==> config.mk <==
export PLATFORM = sky130hd
export DESIGN_NAME = lane_interleaver
export DESIGN_NICKNAME = d
export VERILOG_FILES = /design/src/rtl/lil_pkg.sv /design/src/rtl/lil_lane.sv /design/src/rtl/lil_rdmux.sv /design/src/rtl/lil_seq.sv /design/src/rtl/lane_interleaver.sv
export SDC_FILE = /design/constraint.sdc
export NUM_CORES = 1
export LEC_CHECK = 0
export BUFFER_PORTS_ARGS = -buffer_cell sky130_fd_sc_hd__buf_4
export CORE_ASPECT_RATIO = 0.6
export CORE_MARGIN = 2
export CORE_UTILIZATION = 45
export CTS_BUF_LIST = sky130_fd_sc_hd__clkbuf_4 sky130_fd_sc_hd__clkbuf_8 sky130_fd_sc_hd__clkbuf_16
export CTS_CLUSTER_DIAMETER = 50
export CTS_CLUSTER_SIZE = 30
export DETAILED_ROUTE_END_ITERATION = 6
export PLACE_DENSITY = 0.71
export SYNTH_ARGS = -nofsm -noshare
export SYNTH_HDL_FRONTEND = slang
export SYNTH_SLANG_ARGS = --single-unit
==> constraint.sdc <==
create_clock -name clk -period 3.6 [get_ports clk]
set_clock_uncertainty 0.1 [all_clocks]
set_input_delay 0 -clock clk [delete_from_list [all_inputs] [get_ports clk]]
set_output_delay 0 -clock clk [all_outputs]
set_load 0.02 [all_outputs]
==> src/rtl/lil_pkg.sv <==
package lil_pkg;

    localparam int BUS_ADDR_W = 4;
    localparam int BUS_DATA_W = 8;

    localparam logic [1:0] OPC_SETUP = 2'b01;
    localparam logic [1:0] OPC_XFER  = 2'b10;

    typedef enum logic [3:0] {
        S_CMD,
        S_SETUP,
        S_WCNT,
        S_FBITS,
        S_NEXT,
        S_GATHER,
        S_WRITE,
        S_GO,
        S_WAIT,
        S_READ,
        S_DRAIN
    } seq_state_e;

    typedef struct packed {
        logic                  drive;
        logic [BUS_ADDR_W-1:0] lane;
    } seq_entry_t;

endpackage

==> src/rtl/lil_lane.sv <==
module lil_lane
    import lil_pkg::*;
(
    input  logic                  clk,
    input  logic                  rst_n,
    input  logic                  wr_en,
    input  logic                  wr_drive,
    input  logic [BUS_DATA_W-1:0] wr_data,
    input  logic                  go,
    input  logic [3:0]            go_bits,
    input  logic                  pin_i,
    output logic                  pin_o,
    output logic                  pin_oe,
    output logic [BUS_DATA_W-1:0] rd_data,
    output logic                  ready
);

    typedef struct packed {
        logic                  armed;
        logic                  busy;
        logic                  drive;
        logic [BUS_DATA_W-1:0] sh;
        logic [BUS_DATA_W-1:0] cap;
        logic [3:0]            cnt;
        logic [2:0]            idx;
        logic                  last;
    } lane_st_t;

    lane_st_t q, d;

    always_comb begin
        d = q;
        if (wr_en) begin
            d.armed = 1'b1;
            d.drive = wr_drive;
            d.sh    = wr_data;
            d.cap   = '0;
        end else if (go && q.armed) begin
            d.armed = 1'b0;
            d.busy  = (go_bits != 4'd0);
            d.cnt   = go_bits;
            d.idx   = 3'd0;
        end else if (q.busy) begin
            if (q.drive) begin
                d.last = q.sh[0];
                d.sh   = q.sh >> 1;
            end else begin
                d.cap[q.idx] = pin_i;
            end
            d.idx = q.idx + 3'd1;
            d.cnt = q.cnt - 4'd1;
            if (q.cnt == 4'd1) begin
                d.busy = 1'b0;
            end
        end
    end

    always_ff @(posedge clk or negedge rst_n) begin
        if (!rst_n) begin
            q <= '0;
        end else begin
            q <= d;
        end
    end

    assign pin_o   = (q.busy && q.drive) ? q.sh[0] : q.last;
    assign pin_oe  = q.drive;
    assign rd_data = q.cap;
    assign ready   = !q.busy;

endmodule

==> src/rtl/lil_rdmux.sv <==
module lil_rdmux
    import lil_pkg::*;
#(
    parameter int NUM_LANES = 8
) (
    input  logic [BUS_ADDR_W-1:0]                 addr,
    input  logic [NUM_LANES-1:0][BUS_DATA_W-1:0]  lane_rd,
    output logic [BUS_DATA_W-1:0]                 rdata
);

    always_comb begin
        rdata = '0;
        for (int i = 0; i < NUM_LANES; i++) begin
            if (addr == BUS_ADDR_W'(i)) begin
                rdata = lane_rd[i];
            end
        end
    end

endmodule

==> src/rtl/lil_seq.sv <==
module lil_seq
    import lil_pkg::*;
#(
    parameter int SEQ_MAX = 8
) (
    input  logic                  clk,
    input  logic                  rst_n,
    input  logic                  in_valid,
    input  logic [7:0]            in_data,
    output logic                  in_ready,
    output logic                  rsp_valid,
    output logic [7:0]            rsp_data,
    input  logic                  rsp_ready,
    input  logic                  lanes_ready,
    output logic                  bus_we,
    output logic                  bus_drive,
    output logic [BUS_ADDR_W-1:0] bus_addr,
    output logic [BUS_DATA_W-1:0] bus_wdata,
    input  logic [BUS_DATA_W-1:0] bus_rdata,
    output logic                  bus_go,
    output logic [3:0]            go_bits
);

    localparam int IDX_W = (SEQ_MAX > 1) ? $clog2(SEQ_MAX) : 1;
    localparam int CNT_W = IDX_W + 1;
    localparam logic [CNT_W-1:0] C_ONE = CNT_W'(1);
    localparam logic [IDX_W-1:0] I_ONE = IDX_W'(1);

    typedef struct packed {
        seq_state_e                           st;
        seq_entry_t [SEQ_MAX-1:0]             ent;
        logic [CNT_W-1:0]                     len;
        logic [CNT_W-1:0]                     n_out;
        logic [CNT_W-1:0]                     n_in;
        logic [CNT_W-1:0]                     k;
        logic [IDX_W-1:0]                     ix;
        logic [7:0]                           words;
        logic [2:0]                           frac;
        logic [3:0]                           bits;
        logic [SEQ_MAX-1:0][BUS_DATA_W-1:0]   obuf;
        logic [SEQ_MAX-1:0][BUS_DATA_W-1:0]   ibuf;
    } seq_st_t;

    seq_st_t q, d;

    seq_entry_t       cur_ent;
    logic             walk_last;
    logic [IDX_W-1:0] k_idx;

    assign cur_ent   = q.ent[q.ix];
    assign walk_last = ({1'b0, q.ix} == (q.len - C_ONE));
    assign k_idx     = q.k[IDX_W-1:0];

    always_comb begin
        d         = q;
        in_ready  = 1'b0;
        rsp_valid = 1'b0;
        rsp_data  = q.ibuf[k_idx];
        bus_we    = 1'b0;
        bus_drive = 1'b0;
        bus_addr  = '0;
        bus_wdata = '0;
        bus_go    = 1'b0;
        go_bits   = q.bits;

        unique case (q.st)
            S_CMD: begin
                in_ready = 1'b1;
                if (in_valid) begin
                    if (in_data[7:6] == OPC_SETUP) begin
                        d.len   = CNT_W'(in_data[IDX_W-1:0]) + C_ONE;
                        d.k     = '0;
                        d.n_out = '0;
                        d.n_in  = '0;
                        d.st    = S_SETUP;
                    end else if (in_data[7:6] == OPC_XFER) begin
                        d.st = S_WCNT;
                    end
                end
            end
            S_SETUP: begin
                in_ready = 1'b1;
                if (in_valid) begin
                    d.ent[k_idx].drive = in_data[4];
                    d.ent[k_idx].lane  = in_data[3:0];
                    if (in_data[4]) begin
                        d.n_out = q.n_out + C_ONE;
                    end else begin
                        d.n_in = q.n_in + C_ONE;
                    end
                    d.k = q.k + C_ONE;
                    if (q.k == q.len - C_ONE) begin
                        d.st = S_CMD;
                    end
                end
            end
            S_WCNT: begin
                in_ready = 1'b1;
                if (in_valid) begin
                    d.words = in_data;
                    d.st    = S_FBITS;
                end
            end
            S_FBITS: begin
                in_ready = 1'b1;
                if (in_valid) begin
                    d.frac = in_data[2:0];
                    d.st   = S_NEXT;
                end
            end
            S_NEXT: begin
                d.k = '0;
                if (q.words != 8'd0) begin
                    d.words = q.words - 8'd1;
                    d.bits  = 4'd8;
                    d.st    = S_GATHER;
                end else if (q.frac != 3'd0) begin
                    d.bits = {1'b0, q.frac};
                    d.frac = 3'd0;
                    d.st   = S_GATHER;
                end else begin
                    d.st = S_CMD;
                end
            end
            S_GATHER: begin
                if (q.k == q.n_out) begin
                    d.k  = '0;
                    d.ix = '0;
                    d.st = S_WRITE;
                end else begin
                    in_ready = 1'b1;
                    if (in_valid) begin
                        d.obuf[k_idx] = in_data;
                        d.k           = q.k + C_ONE;
                    end
                end
            end
            S_WRITE: begin
                bus_we    = 1'b1;
                bus_drive = cur_ent.drive;
                bus_addr  = cur_ent.lane;
                bus_wdata = cur_ent.drive ? q.obuf[k_idx] : '0;
                if (cur_ent.drive) begin
                    d.k = q.k + C_ONE;
                end
                if (walk_last) begin
                    d.k  = '0;
                    d.st = S_GO;
                end else begin
                    d.ix = q.ix + I_ONE;
                end
            end
            S_GO: begin
                bus_go = 1'b1;
                d.st   = S_WAIT;
            end
            S_WAIT: begin
                if (lanes_ready) begin
                    d.ix = '0;
                    d.k  = '0;
                    d.st = S_READ;
                end
            end
            S_READ: begin
                bus_addr = cur_ent.lane;
                if (!cur_ent.drive) begin
                    d.ibuf[k_idx] = bus_rdata;
                    d.k           = q.k + C_ONE;
                end
                if (walk_last) begin
                    d.k  = '0;
                    d.st = S_DRAIN;
                end else begin
                    d.ix = q.ix + I_ONE;
                end
            end
            S_DRAIN: begin
                if (q.k == q.n_in) begin
                    d.st = S_NEXT;
                end else begin
                    rsp_valid = 1'b1;
                    if (rsp_ready) begin
                        d.k = q.k + C_ONE;
                    end
                end
            end
            default: d.st = S_CMD;
        endcase
    end

    always_ff @(posedge clk or negedge rst_n) begin
        if (!rst_n) begin
            q    <= '0;
            q.st <= S_CMD;
        end else begin
            q <= d;
        end
    end

endmodule

==> src/rtl/lane_interleaver.sv <==
module lane_interleaver
    import lil_pkg::*;
#(
    parameter int NUM_LANES = 8,
    parameter int SEQ_MAX   = 8
) (
    input  logic                 clk,
    input  logic                 rst_n,
    input  logic                 in_valid,
    input  logic [7:0]           in_data,
    output logic                 in_ready,
    output logic                 rsp_valid,
    output logic [7:0]           rsp_data,
    input  logic                 rsp_ready,
    input  logic [NUM_LANES-1:0] pin_i,
    output logic [NUM_LANES-1:0] pin_o,
    output logic [NUM_LANES-1:0] pin_oe
);

    logic                                 bus_we;
    logic                                 bus_drive;
    logic [BUS_ADDR_W-1:0]                bus_addr;
    logic [BUS_DATA_W-1:0]                bus_wdata;
    logic [BUS_DATA_W-1:0]                bus_rdata;
    logic                                 bus_go;
    logic [3:0]                           go_bits;
    logic [NUM_LANES-1:0]                 lane_ready;
    logic [NUM_LANES-1:0][BUS_DATA_W-1:0] lane_rd;
    logic                                 lanes_ready;

    assign lanes_ready = &lane_ready;

    lil_seq #(
        .SEQ_MAX (SEQ_MAX)
    ) u_seq (
        .clk         (clk),
        .rst_n       (rst_n),
        .in_valid    (in_valid),
        .in_data     (in_data),
        .in_ready    (in_ready),
        .rsp_valid   (rsp_valid),
        .rsp_data    (rsp_data),
        .rsp_ready   (rsp_ready),
        .lanes_ready (lanes_ready),
        .bus_we      (bus_we),
        .bus_drive   (bus_drive),
        .bus_addr    (bus_addr),
        .bus_wdata   (bus_wdata),
        .bus_rdata   (bus_rdata),
        .bus_go      (bus_go),
        .go_bits     (go_bits)
    );

    for (genvar g = 0; g < NUM_LANES; g++) begin : g_lane
        logic sel;
        assign sel = bus_we && (bus_addr == BUS_ADDR_W'(g));

        lil_lane u_lane (
            .clk      (clk),
            .rst_n    (rst_n),
            .wr_en    (sel),
            .wr_drive (bus_drive),
            .wr_data  (bus_wdata),
            .go       (bus_go),
            .go_bits  (go_bits),
            .pin_i    (pin_i[g]),
            .pin_o    (pin_o[g]),
            .pin_oe   (pin_oe[g]),
            .rd_data  (lane_rd[g]),
            .ready    (lane_ready[g])
        );
    end

    lil_rdmux #(
        .NUM_LANES (NUM_LANES)
    ) u_rdmux (
        .addr    (bus_addr),
        .lane_rd (lane_rd),
        .rdata   (bus_rdata)
    );

endmodule

# Yosys cells after proc, flatten, opt, wreduce, memory -nomap -nowiden
# Index checks and enable logic that the tools add are counted.
dict set report totals {
  out_inout_bits 26
  reg_bits 422
}
dict set report op_classes {
  n_addsub 23
  reduce_logical 131
  mux 204
  eq_ne 70
  order_cmp 19
  bitwise_logic 18
}
# cell count
set ops {}
lappend ops {{$mux 16} 16}
lappend ops {{$mux 8} 31}
lappend ops {{$mux 24} 8}
lappend ops {{$bwmux 64} 2}
lappend ops {{$mux 4} 24}
lappend ops {{$bwmux 40} 2}
lappend ops {{$reduce_bool 2->1} 36}
lappend ops {{$mux 1} 70}
lappend ops {{$mux 7} 10}
lappend ops {{$bwmux 8} 8}
lappend ops {{$reduce_and 3->1} 19}
lappend ops {{$ne 2x2->1 const B} 27}
lappend ops {{$bmux 8 s3} 2}
lappend ops {{$mux 44} 1}
lappend ops {{$pmux 4 s11} 1}
lappend ops {{$eq 4x1->1 const B} 10}
lappend ops {{$lt 3x4->1 const B} 10}
lappend ops {{$reduce_and 4->1} 10}
lappend ops {{$mux 12} 3}
lappend ops {{$sub 4x1->4 const B} 9}
lappend ops {{$logic_and 1x1->1} 33}
lappend ops {{$eq 4x3->1 const B} 8}
lappend ops {{$pmux 4 s8} 1}
lappend ops {{$pmux 8 s2} 2}
lappend ops {{other kinds (37)} 122}

# Depth between registers and ports, before layout
dict set report depth {
  word_depth 13
  ltp_mapped 11
  ltp_nobuf 9
}

# Hierarchy
# Synthesis repeated with hierarchy kept, for this count alone.
dict set report hier_totals {
  cells_unflattened 2109
  hier_area_um2 22828.1
}
# module cells_per_inst area_per_inst_um2 seq_area_each_um2 n_inst
set modules_own_cells {}
lappend modules_own_cells {{lil_lane (g_lane[0].u_lane ...)} 149 1521.5 675.6 7}
lappend modules_own_cells {lil_seq 794 9790.6 5154.9 1}
lappend modules_own_cells {{lil_lane (g_lane[7].u_lane)} 151 1532.7 675.6 1}
lappend modules_own_cells {lil_rdmux 105 765.7 0.0 1}
lappend modules_own_cells {lane_interleaver 16 88.8 0.0 1}

# Least setup slack after synthesis
# No wires, ideal clock.
dict set report synth_timing {
  path_type {register to register}
  startpoint {register u_seq.q[143] (netlist bit)}
  endpoint {register u_seq.q[12] (netlist bit)}
  path_stages_with_launch 11
  n_path_buf 3
  period_less_slack_ns 2.834
  t_arrival_ns 2.609
  slack_ns 0.766
  setup_time_ns 0.125
  path_cell_list {dfrtp_1 > buf_2 > buf_4 > and2b_1 > a22o_1 > nor3_2 > buf_2 > mux2_2 > a22oi_1 > o21ai_2 > mux2_2}
}
dict set report synth_between {
  elab_chain_len 13
  elab_cells_between_ends 22
  cone_classes {eq/ne: 7; mux: 12; bitwise: 1; reduce/logical: 2}
}
# element line_no
set synth_rtl {}
lappend synth_rtl {{start: declaration} lil_seq.sv:44} ;# seq_st_t q, d;
lappend synth_rtl {{$bmux 5 s3 (*)} lil_seq.sv:50} ;# assign cur_ent = q.ent[q.ix];
lappend synth_rtl {{$mux 5 (not written as such) (*)} lil_seq.sv:50}
lappend synth_rtl {{$mux 4} lil_seq.sv:66} ;# unique case (q.st)
lappend synth_rtl {{$logic_not 4->1} lil_rdmux.sv:14} ;# if (addr == BUS_ADDR_W'(i)) begin
lappend synth_rtl {{$mux 8 (8 in a row)} lil_rdmux.sv:14}
lappend synth_rtl {{$bwmux 64} lil_seq.sv:167} ;# d.ibuf[k_idx] = bus_rdata;
# Every way passes the cells marked *; elsewhere a longest branch is shown, timed or not. The select of a mux whose other input is x is not followed.
# A chain may end at the register's enable or synchronous reset.

# Worst setup path in the final report
dict set report layout_timing {
  startpoint {register u_seq.q, in the netlist u_seq.k_idx[1]}
  endpoint {register g_lane[7].u_lane.q[17] (netlist bit)}
}
dict set report layout_between {
  elab_chain_len 5
}
# element line_no
set layout_rtl {}
lappend layout_rtl {{$bmux 8 s3} lil_seq.sv:142} ;# bus_wdata = cur_ent.drive ? q.obuf[k_idx] : '0;
lappend layout_rtl {{$mux 8 (not written as such)} lil_seq.sv:142}
lappend layout_rtl {{$mux 8} lil_seq.sv:142}
lappend layout_rtl {{$mux 8} lil_seq.sv:66}
lappend layout_rtl {{$mux 16} lil_lane.sv:33} ;# if (wr_en) begin
lappend layout_rtl {{end signal: assignment} lil_lane.sv:60} ;# q <= '0;
lappend layout_rtl {{end signal: assignment} lil_lane.sv:62} ;# q <= d;
lappend layout_rtl {{end: declaration} lil_lane.sv:29} ;# lane_st_t q, d;
# No other way between the ends. The select of a mux whose other input is x is not followed.

==> impl_metrics.toml <==
[layout]
nets = 2205
final_util_pct = 51.04
layout_commonest_cell = "dfrtp_1"
diodes = 0
mostFrequentLayoutCells = "dfrtp_1 (420), nor2_1 (235), mux2_2 (192)"
area_delta_synth_final_pct = 11.75
drive_gt1_share_pct = 21.18

[timing]
period_needed_ns = 3.334
tns_ns = 0
fmax_mhz = 299.9
worst_slack_ns = 0.2660
tightest_slew_ns = 1.165
slew_violations = 0
hold_viol = 4
whs_ns = -0.007568
period_share_pct = 92.61
finalSetupViolCount = 0
rsz0062_at_grt = "no"
max_slew_margin_pct = 22.16

[drt]
drt-pass1-iter-count = 6
drc = 0
final_antenna_net_count = 0
drt_iter0_drc = 2105
wl_per_cell_um = 21.71
routed_wl_um = 61170
vias_per_cell = 5.976
vias = 16840

[synth]
synthArstFlopShare_pct = 100.0
synth_ff_type = "dfrtp_1"
synth-edff-count = 0
syn-cell-area_mm2 = 0.02190
postSynthAreaPerCell_um2 = 10.46
yosys_warnings = 0
synth_top_area_share_pct = 48.23
yosys-top-cells-area = "dfrtp_1 (48%), mux2_2 (9.9%), mux2i_1 (4.6%), nor2_1 (4.0%), nand2_1 (2.8%)"
synth_seq_cells = 422
synth.yosys.seq_area_share_pct = 48.23
syn-instance-count = 2094
syn_nets = 2146
synth_top_area_cell = "dfrtp_1"
netlist-cell-type-count = 85

[setup_path]
reg2reg_slack_ns = 0.27
crit_slowest_cell = "nor2b_1"
worstSetupPathType = "flop to flop"
worstPathArrival_ns = 3.76
cp_cell_sequence = "nor2_1 > a221oi_1 > o22ai_1 > nor2b_1 > a22oi_1 > a21oi_1"
startpoint_type = "flop"
cp_top_family = "simple AND/OR/NAND/NOR gates"
path_max_fanout = 9
regToRegStartpoint = "u_seq.k_idx[1]"
required_ns = 4.02
cp-end-kind = "flop"
reg2reg_depth = 6
worstReg2RegEnd = "g_lane[7].u_lane.q[17]"
critPathMaxStageDelay_ns = 0.97
worst-path-buf-inv = 0

[power]
p_int_w = 0.01005
p_clk_share_pct = 22.9
ir_drop_v = 0.0004309
p_switching_w = 0.006626
comb_power_share_pct = 36.1
swShare_pct = 39.74
power_density_mw_per_mm2 = 681.4
pwr-share-seq_pct = 41.1
p_leak_nw = 11.05

[global_routing]
top_usage_layer = "met1"
grt_max_degree = 108
grt.total_usage_pct = 24.51
grtUsageMet1_pct = 39.29
antenna_found_initial = 0
grt_pass1_vias = 16500
grt_use_met3_pct = 5.000
grt_pass1_wl_um = 96410
met2_usage_pct = 34.17
overflow = 0

[status]
status = "complete, but fails checks"
violations = "hold timing"

[die]
die_w_um = 288.8
ios = 46
fp.dieH_um = 174.9
core_area_mm2 = 0.04794
start_util_pct = 45.67
fp.dieArea_mm2 = 0.05050
rows = 62

[job]
drv_cap = 0

[clock_network]
clock_path_buffers = 3
htree_levels = 1
cts.sinks = 422
tritoncts = "done"
numCtsBuffers = 31
cts-root-buf = "clkbuf_16"
clk_pin_slew_ns = 0.08
clock_latency_ns = 0.61

[placement]
portBuffers = 45
dp_hpwl_um = 44340
gp_congestion = 0.9587
dp_slack_ns = 0.2182

[hold_path]
hold_class = "primary input to async pin"
## cell families after synthesis
kind of cell | Yosys count | synth area share [%]
and+or+nand+nor | 621 | 13.41
AOI/OAI and AO/OA | 454 | 13.71
DFF | 422 | 48.23
muxes | 310 | 16.24
buffers and inverters | 194 | 4.143
xor gates and xnor gates | 61 | 2.440
adders and majority gates | 32 | 1.829
## cell usage after synthesis, drive strengths merged (4+ instances only)
cell type,n
a211oi,5
a21o,18
a21oi,102
a221oi,24
a22o,10
a22oi,78
a31o,4
a31oi,9
a32oi,8
and2,28
and3,6
buf,76
clkbuf,62
dfrtp,422
ha,32
inv,54
mux2,192
mux2i,102
mux4,16
nand2,166
nand2b,8
nand3,53
nand3b,11
nand4,7
nand4b,5
nor2,237
nor2b,14
nor3,38
nor3b,9
nor4,17
nor4b,5
nor4bb,4
o211ai,5
o21ai,137
o21bai,4
o22ai,19
o31ai,6
xnor2,31
xor2,30
## metrics by stage
step	std cells	area [um^2]	total power, W
finish	2817	24470	0.01667
detailed placement	2739	23140	0.01278
floorplan	2094	21900	0.01071
CTS	2817	24460	0.01665
global placement	2739	23140	0.01251
global route	2817	24470	0.01763
## layer usage
layer  share of wire, %  vias to the layer above  wire length, um
li1                   -                     7585                -
met1                 48                     8495            29390
met2                 41                      675            25170
met3                9.1                       80             5575
met4                1.7                        0             1027
met5                  0                        -                0
## what timing repair did
item	in CTS	in global routing
endpoints found under the setup margin	0	3
hold buffers	21	0
resized for setup	0	2
hold endpoints to repair	610	0
setup buffers	0	0
## state kept, by name (all words and copies together) (netlist names)
register               cells
g_lane.u_lane.pin_oe       8
g_lane.u_lane.q          144
g_lane.u_lane.rd_data     64
u_seq.go_bits              4
u_seq.k_idx                3
u_seq.q                  199
## worst register-to-register path: stages, from the launching register on
cell	delay [ns]
dfrtp_1	0.56
nor2_1	0.63
a221oi_1	0.20
o22ai_1	0.40
nor2b_1	0.97
a22oi_1	0.19
a21oi_1	0.22
## worst max-delay path by stage
stage / from / end / slack, ns / cells after the start
global placement: u_seq.q[143] / u_seq.k_idx[1] / 0.28 / 7
detailed placement: u_seq.q[143] / g_lane[7].u_lane.q[6] / 0.22 / 7
finish: u_seq.k_idx[1] / g_lane[7].u_lane.q[17] / 0.27 / 6
CTS: u_seq.q[143] / g_lane[7].u_lane.q[6] / 0.19 / 7
global route: u_seq.q[144] / g_lane[7].u_lane.q[17] / 0.15 / 8
floorplan: u_seq.q[143] / u_seq.q[12] / 0.77 / 10
## layout make-up
type	instances	area, um^2
Fill cell	4209	23470
Sequential cell	422	10560
Multi-Input combinational cell	1478	10440
Timing Repair Buffer	164	1359
Tap cell	640	800.8
Clock buffer	32	783.3
Clock inverter	25	310.3
Inverter	56	210.2
## power groups by stage
stage,Sequential (W),Clock (W),Combinational [W]
final,0.00684,0.00382,0.00601
after global routing,0.00698,0.00408,0.00657
after CTS,0.00681,0.00390,0.00595
after detailed placement,0.00689,0,0.00590
after global placement,0.00682,0,0.00569
after floorplan,0.00633,0,0.00438
Power figures use the tool's default switching activity.
